### src/rtl/kp_pkg.sv
package kp_pkg;

  typedef enum logic [1:0] {
    ST_PROBE,
    ST_CONFIRM,
    ST_COLUMN,
    ST_RELEASE
  } scan_state_t;

  // Telephone layout, row-major; the bottom row holds star, zero, hash.
  function automatic int tel_key_code(int r, int c, int rows, int cols);
    int v;
    if (r < rows - 1) begin
      v = r * cols + c + 1;
    end else if (c == 0) begin
      v = rows * cols - 2;
    end else if (c == cols - 1) begin
      v = rows * cols - 1;
    end else begin
      v = 0;
    end
    return v;
  endfunction

endpackage

### src/rtl/kp_row_sync.sv
module kp_row_sync #(
  parameter int ROWS        = 4,
  parameter int SYNC_STAGES = 2
) (
  input  logic            clk,
  input  logic            rst,
  input  logic [ROWS-1:0] row_in,
  output logic [ROWS-1:0] rows_sync,
  output logic            any_down
);

  logic [ROWS-1:0] stage_q [SYNC_STAGES];

  always_ff @(posedge clk) begin
    if (rst) begin
      for (int i = 0; i < SYNC_STAGES; i++) stage_q[i] <= '0;
    end else begin
      stage_q[0] <= row_in;
      for (int i = 1; i < SYNC_STAGES; i++) stage_q[i] <= stage_q[i-1];
    end
  end

  assign rows_sync = stage_q[SYNC_STAGES-1];
  assign any_down  = |rows_sync;

endmodule

### src/rtl/kp_key_encoder.sv
module kp_key_encoder
  import kp_pkg::*;
#(
  parameter int ROWS   = 4,
  parameter int COLS   = 3,
  parameter int COL_W  = 2,
  parameter int CODE_W = 4
) (
  input  logic [ROWS-1:0]   rows,
  input  logic [COL_W-1:0]  col_idx,
  output logic              hit,
  output logic [CODE_W-1:0] code
);

  always_comb begin
    hit  = 1'b0;
    code = '0;
    // scan from the top so that the lowest active row wins
    for (int r = ROWS - 1; r >= 0; r--) begin
      if (rows[r]) begin
        hit  = 1'b1;
        code = CODE_W'(tel_key_code(r, int'(col_idx), ROWS, COLS));
      end
    end
  end

endmodule

### src/rtl/kp_scan_ctrl.sv
module kp_scan_ctrl
  import kp_pkg::*;
#(
  parameter int COLS            = 3,
  parameter int COL_W           = 2,
  parameter int CODE_W          = 4,
  parameter int SETTLE_CYCLES   = 3,
  parameter int DEBOUNCE_CYCLES = 4,
  parameter int MAX_CODE        = 11
) (
  input  logic              clk,
  input  logic              rst,
  input  logic              any_down,
  input  logic              hit,
  input  logic [CODE_W-1:0] hit_code,
  output logic [COLS-1:0]   col_drive,
  output logic [COL_W-1:0]  col_idx,
  output logic              key_valid,
  output logic [CODE_W-1:0] key_code
);

  localparam int CNT_MAX = (SETTLE_CYCLES > DEBOUNCE_CYCLES) ? SETTLE_CYCLES : DEBOUNCE_CYCLES;
  localparam int CNT_W   = $clog2(CNT_MAX + 1);
  localparam logic [CNT_W-1:0] SETTLE_LAST = CNT_W'(SETTLE_CYCLES - 1);
  localparam logic [CNT_W-1:0] DEB_LAST    = CNT_W'(DEBOUNCE_CYCLES - 1);
  localparam logic [COL_W-1:0] COL_LAST    = COL_W'(COLS - 1);

  scan_state_t      state;
  logic [CNT_W-1:0] cnt;

  always_ff @(posedge clk) begin
    if (rst) begin
      state     <= ST_PROBE;
      cnt       <= '0;
      col_idx   <= '0;
      col_drive <= '1;
      key_valid <= 1'b0;
      key_code  <= '0;
    end else begin
      key_valid <= 1'b0;
      case (state)
        ST_PROBE: begin
          col_drive <= '1;
          cnt       <= '0;
          if (any_down) state <= ST_CONFIRM;
        end
        ST_CONFIRM: begin
          if (!any_down) begin
            state <= ST_PROBE;
            cnt   <= '0;
          end else if (cnt == DEB_LAST) begin
            state     <= ST_COLUMN;
            cnt       <= '0;
            col_idx   <= '0;
            col_drive <= COLS'(1);
          end else begin
            cnt <= cnt + 1'b1;
          end
        end
        ST_COLUMN: begin
          if (cnt != SETTLE_LAST) begin
            cnt <= cnt + 1'b1;
          end else begin
            cnt <= '0;
            if (hit) begin
              key_valid <= 1'b1;
              key_code  <= hit_code;
              state     <= ST_RELEASE;
              col_drive <= '1;
            end else if (col_idx == COL_LAST) begin
              state     <= ST_PROBE;
              col_drive <= '1;
            end else begin
              col_idx   <= col_idx + 1'b1;
              col_drive <= col_drive << 1;
            end
          end
        end
        ST_RELEASE: begin
          col_drive <= '1;
          if (any_down) begin
            cnt <= '0;
          end else if (cnt == DEB_LAST) begin
            state <= ST_PROBE;
            cnt   <= '0;
          end else begin
            cnt <= cnt + 1'b1;
          end
        end
        default: begin
          state     <= ST_PROBE;
          col_drive <= '1;
          cnt       <= '0;
        end
      endcase
    end
  end

  initial assert (SETTLE_CYCLES >= 2 && DEBOUNCE_CYCLES >= 1);

  p_col_shape_r4: assert property (@(posedge clk) disable iff (rst)
    (col_drive == '1) || $onehot(col_drive));

  p_single_strobe_r6: assert property (@(posedge clk) disable iff (rst)
    key_valid |=> !key_valid);

  p_code_range_r5: assert property (@(posedge clk) disable iff (rst)
    key_valid |-> (int'(key_code) <= MAX_CODE));

  p_strobe_needs_hit_r5: assert property (@(posedge clk) disable iff (rst)
    key_valid |-> $past(hit));

  p_report_idles_cols_r7: assert property (@(posedge clk) disable iff (rst)
    key_valid |-> (col_drive == '1 && state == ST_RELEASE));

  p_scan_after_confirm_r3: assert property (@(posedge clk) disable iff (rst)
    (state == ST_COLUMN && $past(state) != ST_COLUMN) |-> ($past(state) == ST_CONFIRM && $past(any_down)));

  p_probe_no_strobe_r2: assert property (@(posedge clk) disable iff (rst)
    (state == ST_PROBE && $past(state) == ST_PROBE) |-> !key_valid);

endmodule

### src/rtl/keypad_scan_top.sv
module keypad_scan_top #(
  parameter int ROWS            = 4,
  parameter int COLS            = 3,
  parameter int CODE_W          = 4,
  parameter int SYNC_STAGES     = 2,
  parameter int SETTLE_CYCLES   = 3,
  parameter int DEBOUNCE_CYCLES = 4
) (
  input  logic              clk,
  input  logic              rst,
  input  logic [ROWS-1:0]   row_in,
  output logic [COLS-1:0]   col_drive,
  output logic [CODE_W-1:0] key_code,
  output logic              key_valid
);

  localparam int COL_W    = (COLS > 1) ? $clog2(COLS) : 1;
  localparam int MAX_CODE = ROWS * COLS - 1;

  logic [ROWS-1:0]   rows_sync;
  logic              any_down;
  logic [COL_W-1:0]  col_idx;
  logic              hit;
  logic [CODE_W-1:0] hit_code;

  initial assert (SETTLE_CYCLES > SYNC_STAGES);

  kp_row_sync #(
    .ROWS        (ROWS),
    .SYNC_STAGES (SYNC_STAGES)
  ) u_sync (
    .clk       (clk),
    .rst       (rst),
    .row_in    (row_in),
    .rows_sync (rows_sync),
    .any_down  (any_down)
  );

  kp_key_encoder #(
    .ROWS   (ROWS),
    .COLS   (COLS),
    .COL_W  (COL_W),
    .CODE_W (CODE_W)
  ) u_enc (
    .rows    (rows_sync),
    .col_idx (col_idx),
    .hit     (hit),
    .code    (hit_code)
  );

  kp_scan_ctrl #(
    .COLS            (COLS),
    .COL_W           (COL_W),
    .CODE_W          (CODE_W),
    .SETTLE_CYCLES   (SETTLE_CYCLES),
    .DEBOUNCE_CYCLES (DEBOUNCE_CYCLES),
    .MAX_CODE        (MAX_CODE)
  ) u_ctrl (
    .clk       (clk),
    .rst       (rst),
    .any_down  (any_down),
    .hit       (hit),
    .hit_code  (hit_code),
    .col_drive (col_drive),
    .col_idx   (col_idx),
    .key_valid (key_valid),
    .key_code  (key_code)
  );

endmodule

### config.mk
export PLATFORM = sky130hd
export DESIGN_NAME = keypad_scan_top
export DESIGN_NICKNAME = d
export VERILOG_FILES = /design/src/rtl/kp_pkg.sv /design/src/rtl/kp_row_sync.sv /design/src/rtl/kp_key_encoder.sv /design/src/rtl/kp_scan_ctrl.sv /design/src/rtl/keypad_scan_top.sv
export SDC_FILE = /design/constraint.sdc
export NUM_CORES = 1
export LEC_CHECK = 0
export CORE_MARGIN = 2
export CORE_UTILIZATION = 61
export CTS_BUF_LIST = sky130_fd_sc_hd__clkbuf_8
export DETAILED_ROUTE_END_ITERATION = 8
export PLACE_DENSITY = 0.95
export SETUP_SLACK_MARGIN = 0.15
export SKIP_CTS_REPAIR_TIMING = 1
export SYNTH_ARGS = -nofsm -noshare
export SYNTH_HDL_FRONTEND = slang
export SYNTH_HIERARCHICAL = 1
export SYNTH_SLANG_ARGS = --single-unit
### constraint.sdc
create_clock -name clk -period 6.5 [get_ports clk]
set_clock_uncertainty 0.15 [all_clocks]
set_input_delay 1.3 -clock clk [delete_from_list [all_inputs] [get_ports clk]]
set_output_delay 1.3 -clock clk [all_outputs]
set_load 0.05 [all_outputs]
== Word-level counts from Yosys, hierarchy flattened ==
Memories as Yosys holds them, arrays and structs flattened.
Cells that the tools add are included.
Operators by class
  add/subtract/negate cells: 7
  $mul: 0
  divide/modulo/power cells: 0
  $lt $le $gt $ge: 0
  eq/ne operators: 17
  shifts and indexed selects: 0
  mux-type cells: 41
  bitwise gates (word level): 4
  reductions and logical operators: 10
Operator list (count)
  $mux W4: 8
  $mux W3: 9
  $mux W2: 12
  $pmux W3 S4: 1
  $reduce_and A6 Y1: 2
  $pmux W3 S3: 1
  $add A4 B2 Y4 const B: 2
  $eq A2 B2 Y1 const B: 4
  $mux W1: 8
  $ne A2 B1 Y1 const B: 4
  $ne A2 B2 Y1 const B: 4
  $pmux W2 S4: 1
  $ne A3 B2 Y1 const B: 2
  $reduce_and A3 Y1: 2
  $add A3 B2 Y4 const A: 1
  $logic_not A2 Y1: 2
  $pmux W2 S2: 1
  $reduce_or A4 Y1: 1
  $add A2 B1 Y3 const B: 1
  $add A2 B2 Y3 const A: 1
  $add A3 B1 Y3 const B: 1
  $eq A3 B2 Y1 const B: 1
  $ne A3 B3 Y1 const B: 1
  $reduce_or A3 Y1: 1
  6 further kinds: 8
Storage, ports and cells
  register bits after elaboration: 15
  latch bits: 0
  RAM bits: 8
  ROM bits: 0
  input port bits: 6
  output and inout bits: 8
  logic and storage cells: 86
  memories: 1
Memory list
  u_sync.stage_q: words 2, width 4, rd ports 2, clocked after memory_dff 0, wr ports 2, line kp_row_sync.sv:12  | logic [ROWS-1:0] stage_q [SYNC_STAGES];

== Logic depth before layout (Yosys ltp) ==
Gate-level depths: netlist of run 1.
An unclocked memory read counts as a cell.
  depth in word-level cells: 8
  mapped depth: 7
  gate-level depth less buffers: 7

== Hierarchy ==
The synthesis of run 1 kept the hierarchy.
By module, submodules not included
  kp_scan_ctrl: instances 1, cells an instance 88, area an instance 819.5 µm², sequential area each 300.3 µm²
  kp_row_sync: instances 1, cells an instance 21, area an instance 247.7 µm², sequential area each 160.2 µm²
  kp_key_encoder: instances 1, cells an instance 26, area an instance 165.2 µm², sequential area each 0.0 µm²

== Worst setup path after synthesis of run 1 ==
OpenSTA, ideal clock, no wires.
  path type: register to register
  start point: memory u_sync.stage_q[1][1] (netlist: u_sync/stage_q[0][5])
  end point: register u_ctrl.state[0]
  setup time: 0.121 ns
  data arrival time: 2.016 ns
  path slack: 4.213 ns
  cell stages (with the launch flop): 7
  buffers on the path: 2
  period minus slack after synthesis: 2.287 ns
  path through: dfxtp_1 -> buf_4 -> clkbuf_1 -> or4_1 -> or3b_4 -> o2111ai_1 -> mux2_2
RTL lines
  start, declared: line kp_row_sync.sv:12
  end signal, assigned: line kp_scan_ctrl.sv:33  | state <= ST_PROBE;
  end signal, assigned: line kp_scan_ctrl.sv:45  | if (any_down) state <= ST_CONFIRM;
  end signal, assigned: line kp_scan_ctrl.sv:49  | state <= ST_PROBE;
  end, declared: line kp_scan_ctrl.sv:28  | scan_state_t state;

== Worst setup path in the final report of run 1 ==
  start point: register u_ctrl.col_drive[1]
  end point: output col_drive[1]
RTL lines
  start, declared: line kp_scan_ctrl.sv:16  | output logic [COLS-1:0] col_drive,
  start signal, assigned: line kp_scan_ctrl.sv:75  | col_drive <= col_drive << 1;
  end, declared: line keypad_scan_top.sv:12  | output logic [COLS-1:0] col_drive,
No word-level cell between the ends.

==> results.toml, run 1 <==
[outcome]
status = "finished clean"

[power_and_ir_drop]
clkPwrFrac = 0.216
seq_power_share = 0.429
swShare = 0.348
power.internal_mw = 0.253
power_switching_mw = 0.135
vdd_drop_max_mv = 0.216
fin_total_pwr_mw = 0.387
p_per_area_nw_per_um2 = 279
pwr-share-comb = 0.355
power_leakage_nw = 0.560

[placement]
placed_area_sq_um = 1350
pre_cts_slack_ns = 3.49
hpwlAfterDp_um = 1690
gp_congestion = 0.903
io_buffers = 13

[yosys]
syn_area_sq_um = 1230
ys_types = 37
avgSynthCellArea_sq_um = 9.13
yosysTopAreaCell = "dfxtp_1"
postSynthNetCount = 154
synthArstFlopShare = 0
ys_seq_elements = 23
synth_ff_type = "dfxtp_1"
syn-instance-count = 135
ys_top_cells_by_area = "dfxtp_1, ha_1, nor2b_1, inv_1, nor2_1"
synth-edff-count = 0
ys.warnings.count = 6
yosysSeqAreaShare = 0.374
synth_top_area_frac = 0.374

[cts]
cts_tree = "built"
cts-buffers-inserted = 3
path_clk_slew_ns = 0.07
clk-insertion-delay-late_ns = 0.26
cts.path.max_buffers = 2
cts_sinks = 23
cts_max_level = 1
root_buffer = "clkbuf_8"

[detailed_routing]
drt_first_pass_iters = 4
wl_um = 2210
drc = 0
dr_total_vias = 982
ant_nets = 0
viasPerCell = 5.78
post_drt_wl_per_cell_um = 13.0
drt_iter0_markers = 21

[final_layout]
layout_common_cells = "dfxtp_1, inv_1, clkdlybuf4s50_1, ha_1, nor2_1"
nets = 163
final_common_cell = "dfxtp_1"
fillers = 158
diodes = 0
stdcell_area_sq_um = 1390
area_growth_pct = 12.8
drive_above_1_share = 0.0629

[critical_path]
path_delay_family = "buffers and inverters"
critPathLaunchType = "flop"
crit_path_end_kind = "primary output"
critPathMaxStageDelay_ns = 0.81
cp.arrival_ns = 1.43
worstPathMaxFanout = 3
critical_path_required_ns = 5.05
crit_type = "flop to primary output"
cpMaxStageDelayCell = "clkdlybuf4s50_1"
crit_buf_inv = 1
crit_chain = "clkdlybuf4s50_1"

[timing]
worst_slack_ns = 3.62
setup_violations = 0
fmax_mhz = 347
holdWs_ns = 0.290
worstMarginPinSlew_ns = 0.811
post-route-period-util = 0.443
period_needed_ns = 2.88
maxSlewHeadroom = 0.458
rsz0062_at_grt = "false"
drv_slew = 0
fin_setup_tns_ns = 0
hold_violations = 0

[floorplanning]
core_area_sq_um = 1940
initial_core_util = 0.635
rows = 16
die_area_sq_um = 2400
io_pins = 14
dieHeight_um = 49.0
chipWidth_um = 49.0

[grt]
antenna_found_initial = 0
grt_util_all_layers = 0.219
grt_max_degree = 26
first_global_vias = 981
grt_first_pass_wirelength_um = 4110
grt-ovfl-total = 0

[min_path]
hold_class = "flop to flop"

[run]
cap_violations = 0
==> cells by family (layout without fill, tap and decap cells) <==
family / Yosys count / after routing / synth area share
buffers and inverters: 22 / 30 / 0.0812
AND/OR/NAND/NOR: 43 / 43 / 0.187
AO/OA/AOI/OAI: 27 / 27 / 0.167
adder cells (fa/ha/maj): 13 / 13 / 0.132
flip-flops: 23 / 23 / 0.374
multiplexers: 7 / 7 / 0.0599
==> synthesized netlist by cell type (2+ instances only) <==
| master | n |
|---|---|
| nor2_1 | 12 |
| nand2_1 | 6 |
| o31ai_1 | 2 |
| a221o_1 | 3 |
| a211o_1 | 2 |
| nand2b_1 | 3 |
| inv_1 | 13 |
| buf_4 | 4 |
| or4_1 | 2 |
| buf_2 | 2 |
| ha_1 | 13 |
| nor3_1 | 3 |
| a22oi_1 | 2 |
| nor2b_1 | 9 |
| o21ai_0 | 2 |
| mux2i_1 | 4 |
| mux2_2 | 3 |
| dfxtp_1 | 23 |
| clkbuf_1 | 3 |
| a21oi_1 | 7 |
==> cell type report <==
class,count,area [sq um],share of cell area
inverters,13,48.8,0.0351
flip-flops and latches,23,460,0.331
multi-input cells,90,672,0.483
clock buffers,3,41.3,0.0297
well taps,27,33.8,0.0243
repair buffers,13,130,0.0936
clock inverters,1,3.75,0.00270
==> layer usage <==
metal | up-vias | GRT usage | part of all wire
li1 | 476 | - | -
met1 | 457 | 0.229 | 0.41
met2 | 43 | 0.402 | 0.51
met3 | 6 | 0.0307 | 0.046
met4 | 0 | 0.148 | 0.029
met5 | - | 0 | 0
==> stage by stage <==
step,instances,utilization
detailed placement,166,0.693
global route,170,0.716
CTS,170,0.716
floorplan,135,-
finish,170,0.716
global placement,166,0.693
==> state kept, by name, summed over array words and instances (netlist names) <==
signal	cells
u_sync/stage_q	8
u_ctrl/cnt	3
u_ctrl/key_code	4
u_ctrl/key_valid	1
u_ctrl/col_drive	3
u_ctrl/state	2
u_ctrl/col_idx	2
==> power by group through the flow <==
stage          Clock [mW]  Sequential [mW]  Combinational (mW)
2_1_floorplan           0            0.194              0.0749
3_3_place_gp            0            0.169               0.129
3_5_place_dp            0            0.169               0.136
6_report           0.0837            0.166               0.138
4_1_cts            0.0859            0.166               0.136
5_1_grt            0.0926            0.169               0.148
==> path summary, 6_finish.rpt <==
path                                         start                         endpoint  slack, ns  cells after the start
setup / recovery  u_ctrl/col_drive[1]$_SDFFE_PP1P_                     col_drive[1]       3.62                      1
hold / removal     u_sync/stage_q[0][3]$_SDFF_PP0_  u_sync/stage_q[0][7]$_SDFF_PP0_       0.29                      1
setup reg to reg   u_sync/stage_q[0][6]$_SDFF_PP0_   u_ctrl/col_idx[0]$_SDFFE_PP0P_       4.17                      5
hold reg to reg    u_sync/stage_q[0][3]$_SDFF_PP0_  u_sync/stage_q[0][7]$_SDFF_PP0_       0.29                      1
No activity file was read; power rests on OpenSTA's default activity.
==> run 2, diff against run 1 <==
--- a/config.mk
+++ b/config.mk
@@ -6,10 +6,10 @@
 export NUM_CORES = 1
 export LEC_CHECK = 0
 export CORE_MARGIN = 2
-export CORE_UTILIZATION = 61
+export CORE_UTILIZATION = 57
 export CTS_BUF_LIST = sky130_fd_sc_hd__clkbuf_8
 export DETAILED_ROUTE_END_ITERATION = 8
-export PLACE_DENSITY = 0.95
+export PLACE_DENSITY = 0.93
 export SETUP_SLACK_MARGIN = 0.15
 export SKIP_CTS_REPAIR_TIMING = 1
 export SYNTH_ARGS = -nofsm -noshare
==> constraint.sdc (replaced) <==
create_clock -name clk -period 2.83 [get_ports clk]
set_clock_uncertainty 0.15 [all_clocks]
set_input_delay 0.566 -clock clk [delete_from_list [all_inputs] [get_ports clk]]
set_output_delay 0.566 -clock clk [all_outputs]
set_load 0.05 [all_outputs]
==> run 2 against run 1 <==
Hold slack improved by 0.00086 ns. Final cell count rose by 0.59%. Die area rose by 6.4%. Cell area rose by 0.54%. Setup slack got worse by 3.0 ns. First-iteration DRC count rose by 57%. Register-to-register slack got worse by 3.6 ns. Count of clock-buffer cells in the layout did not move. Critical path type is now flop to flop. Via count fell by 1.4%.
==> results.toml, run 2 (synthesis results as in run 1) <==
[final_layout]
top_regs = "u_sync/stage_q (8), u_ctrl/key_code (4)"
area_growth_pct = 13.4
largest_register_ffs = 8
largest_register = "u_sync/stage_q"
fillers = 163
layout_common_cells = "dfxtp_1, inv_1, clkdlybuf4s50_1, ha_1, nor2_1"
drive_above_1_share = 0.0694
nets = 164
diodes = 0
final_common_cell = "dfxtp_1"

[detailed_routing]
drc = 0
viasPerCell = 5.66
wl_um = 2170
dr_total_vias = 968
drt_iter0_markers = 33
post_drt_wl_per_cell_um = 12.7
drt_first_pass_iters = 4
ant_nets = 0

[critical_path]
critPathLaunchType = "flop"
cp.arrival_ns = 2.26
crit_chain = "or4_1 -> or3b_4 -> o2111ai_1 -> mux2_2"
ff2ff_setup_slack_ns = 0.57
critical_path_required_ns = 2.83
rr_endpoint = "u_ctrl/state[1]$_SDFFE_PP0P_"
crit_path_end_kind = "flop"
critPathMaxStageDelay_ns = 0.65
rr_worst_depth = 4
cpMaxStageDelayCell = "or4_1"
crit_type = "flop to flop"
r2r_start = "u_sync/stage_q[0][6]$_SDFF_PP0_"
worstPathMaxFanout = 8

[floorplanning]
rows = 16
dieHeight_um = 50.5
die_area_sq_um = 2550
initial_core_util = 0.616
io_pins = 14
chipWidth_um = 50.5
core_area_sq_um = 2000

[timing]
worst_slack_ns = 0.569
fmax_mhz = 442
hold_violations = 0
maxSlewHeadroom = 0.587
rsz0062_at_grt = "false"
fin_setup_tns_ns = 0
setup_violations = 0
drv_slew = 0
worstMarginPinSlew_ns = 0.617
post-route-period-util = 0.799
period_needed_ns = 2.26

[cts]
path_clk_slew_ns = 0.08
cts-buffers-inserted = 3
cts_tree = "built"
cts_sinks = 23
cts.path.max_buffers = 2
cts_max_level = 1
root_buffer = "clkbuf_8"
clk-insertion-delay-late_ns = 0.26

[min_path]
hold_class = "flop to flop"
holdPathStages = 1
holdPathEnd = "u_sync/stage_q[0][7]$_SDFF_PP0_"
hp-start = "u_sync/stage_q[0][3]$_SDFF_PP0_"

[placement]
hpwlAfterDp_um = 1580
gp_congestion = 0.823
io_buffers = 13
pre_cts_slack_ns = 0.612

[grt]
grt-ovfl-total = 0
first_global_vias = 864
grt_max_degree = 18
antenna_found_initial = 0
grt_util_all_layers = 0.187
grt_first_pass_wirelength_um = 3630

[outcome]
status = "finished clean"

[power_and_ir_drop]
p_per_area_nw_per_um2 = 638
power_leakage_nw = 0.565
vdd_drop_max_mv = 0.522

[run]
cap_violations = 0
run 2: changes by cell type in the layout (fill, tap and decap cells not counted), sizes merged:
cell,previous run,this run
buf,0,1
run 2: report_power, final:
group / switching (mW) / internal [mW]
registers: 0.0248 / 0.356
logic: 0.186 / 0.128
clock network: 0.100 / 0.0968
run 2: worst max path at each step:
stage	startpoint	endpoint	slack, ns
floorplan	u_sync/stage_q[0][5]$_SDFF_PP0_	u_ctrl/state[0]$_SDFFE_PP0P_	0.54
finish	u_sync/stage_q[0][6]$_SDFF_PP0_	u_ctrl/state[1]$_SDFFE_PP0P_	0.57
CTS	u_sync/stage_q[0][6]$_SDFF_PP0_	u_ctrl/state[1]$_SDFFE_PP0P_	0.59
detailed placement	u_sync/stage_q[0][6]$_SDFF_PP0_	u_ctrl/state[1]$_SDFFE_PP0P_	0.61
global placement	u_sync/stage_q[0][6]$_SDFF_PP0_	u_ctrl/state[0]$_SDFFE_PP0P_	0.66
global route	u_sync/stage_q[0][6]$_SDFF_PP0_	u_ctrl/col_idx[0]$_SDFFE_PP0P_	0.48
run 2: through the flow:
step | instances | utilization | area, sq um | hold WS (ns) | power [mW]
global placement | 167 | 0.676 | 1350 | 0.273 | 0.692
CTS | 171 | 0.698 | 1400 | 0.291 | 0.897
finish | 171 | 0.698 | 1400 | 0.290 | 0.892
detailed placement | 167 | 0.676 | 1350 | 0.273 | 0.696
global route | 171 | 0.698 | 1400 | 0.312 | 0.937
floorplan | 135 | - | 1230 | 0.264 | 0.618
run 2: critical path, delay by kind of cell (launching register included):
family	cells	cell delay, ns
compound gates	1	0.15
simple gates	2	1.09
mux	1	0.38
flops	1	0.38
run 2: metal layers:
layer,GRT usage,up-vias,routed length (um)
met4,0.0676,0,41
li1,-,483,-
met2,0.333,36,1030
met3,0.0357,6,125
met5,0,-,0
met1,0.222,443,971
run 2: layout make-up:
class | count | area, sq um | area share
Multi-Input combinational cell | 90 | 672 | 0.481
Clock buffer | 3 | 41.3 | 0.0295
Timing Repair Buffer | 14 | 138 | 0.0985
Clock inverter | 1 | 3.75 | 0.00269
Sequential cell | 23 | 460 | 0.329
Inverter | 13 | 48.8 | 0.0349
Tap cell | 27 | 33.8 | 0.0242
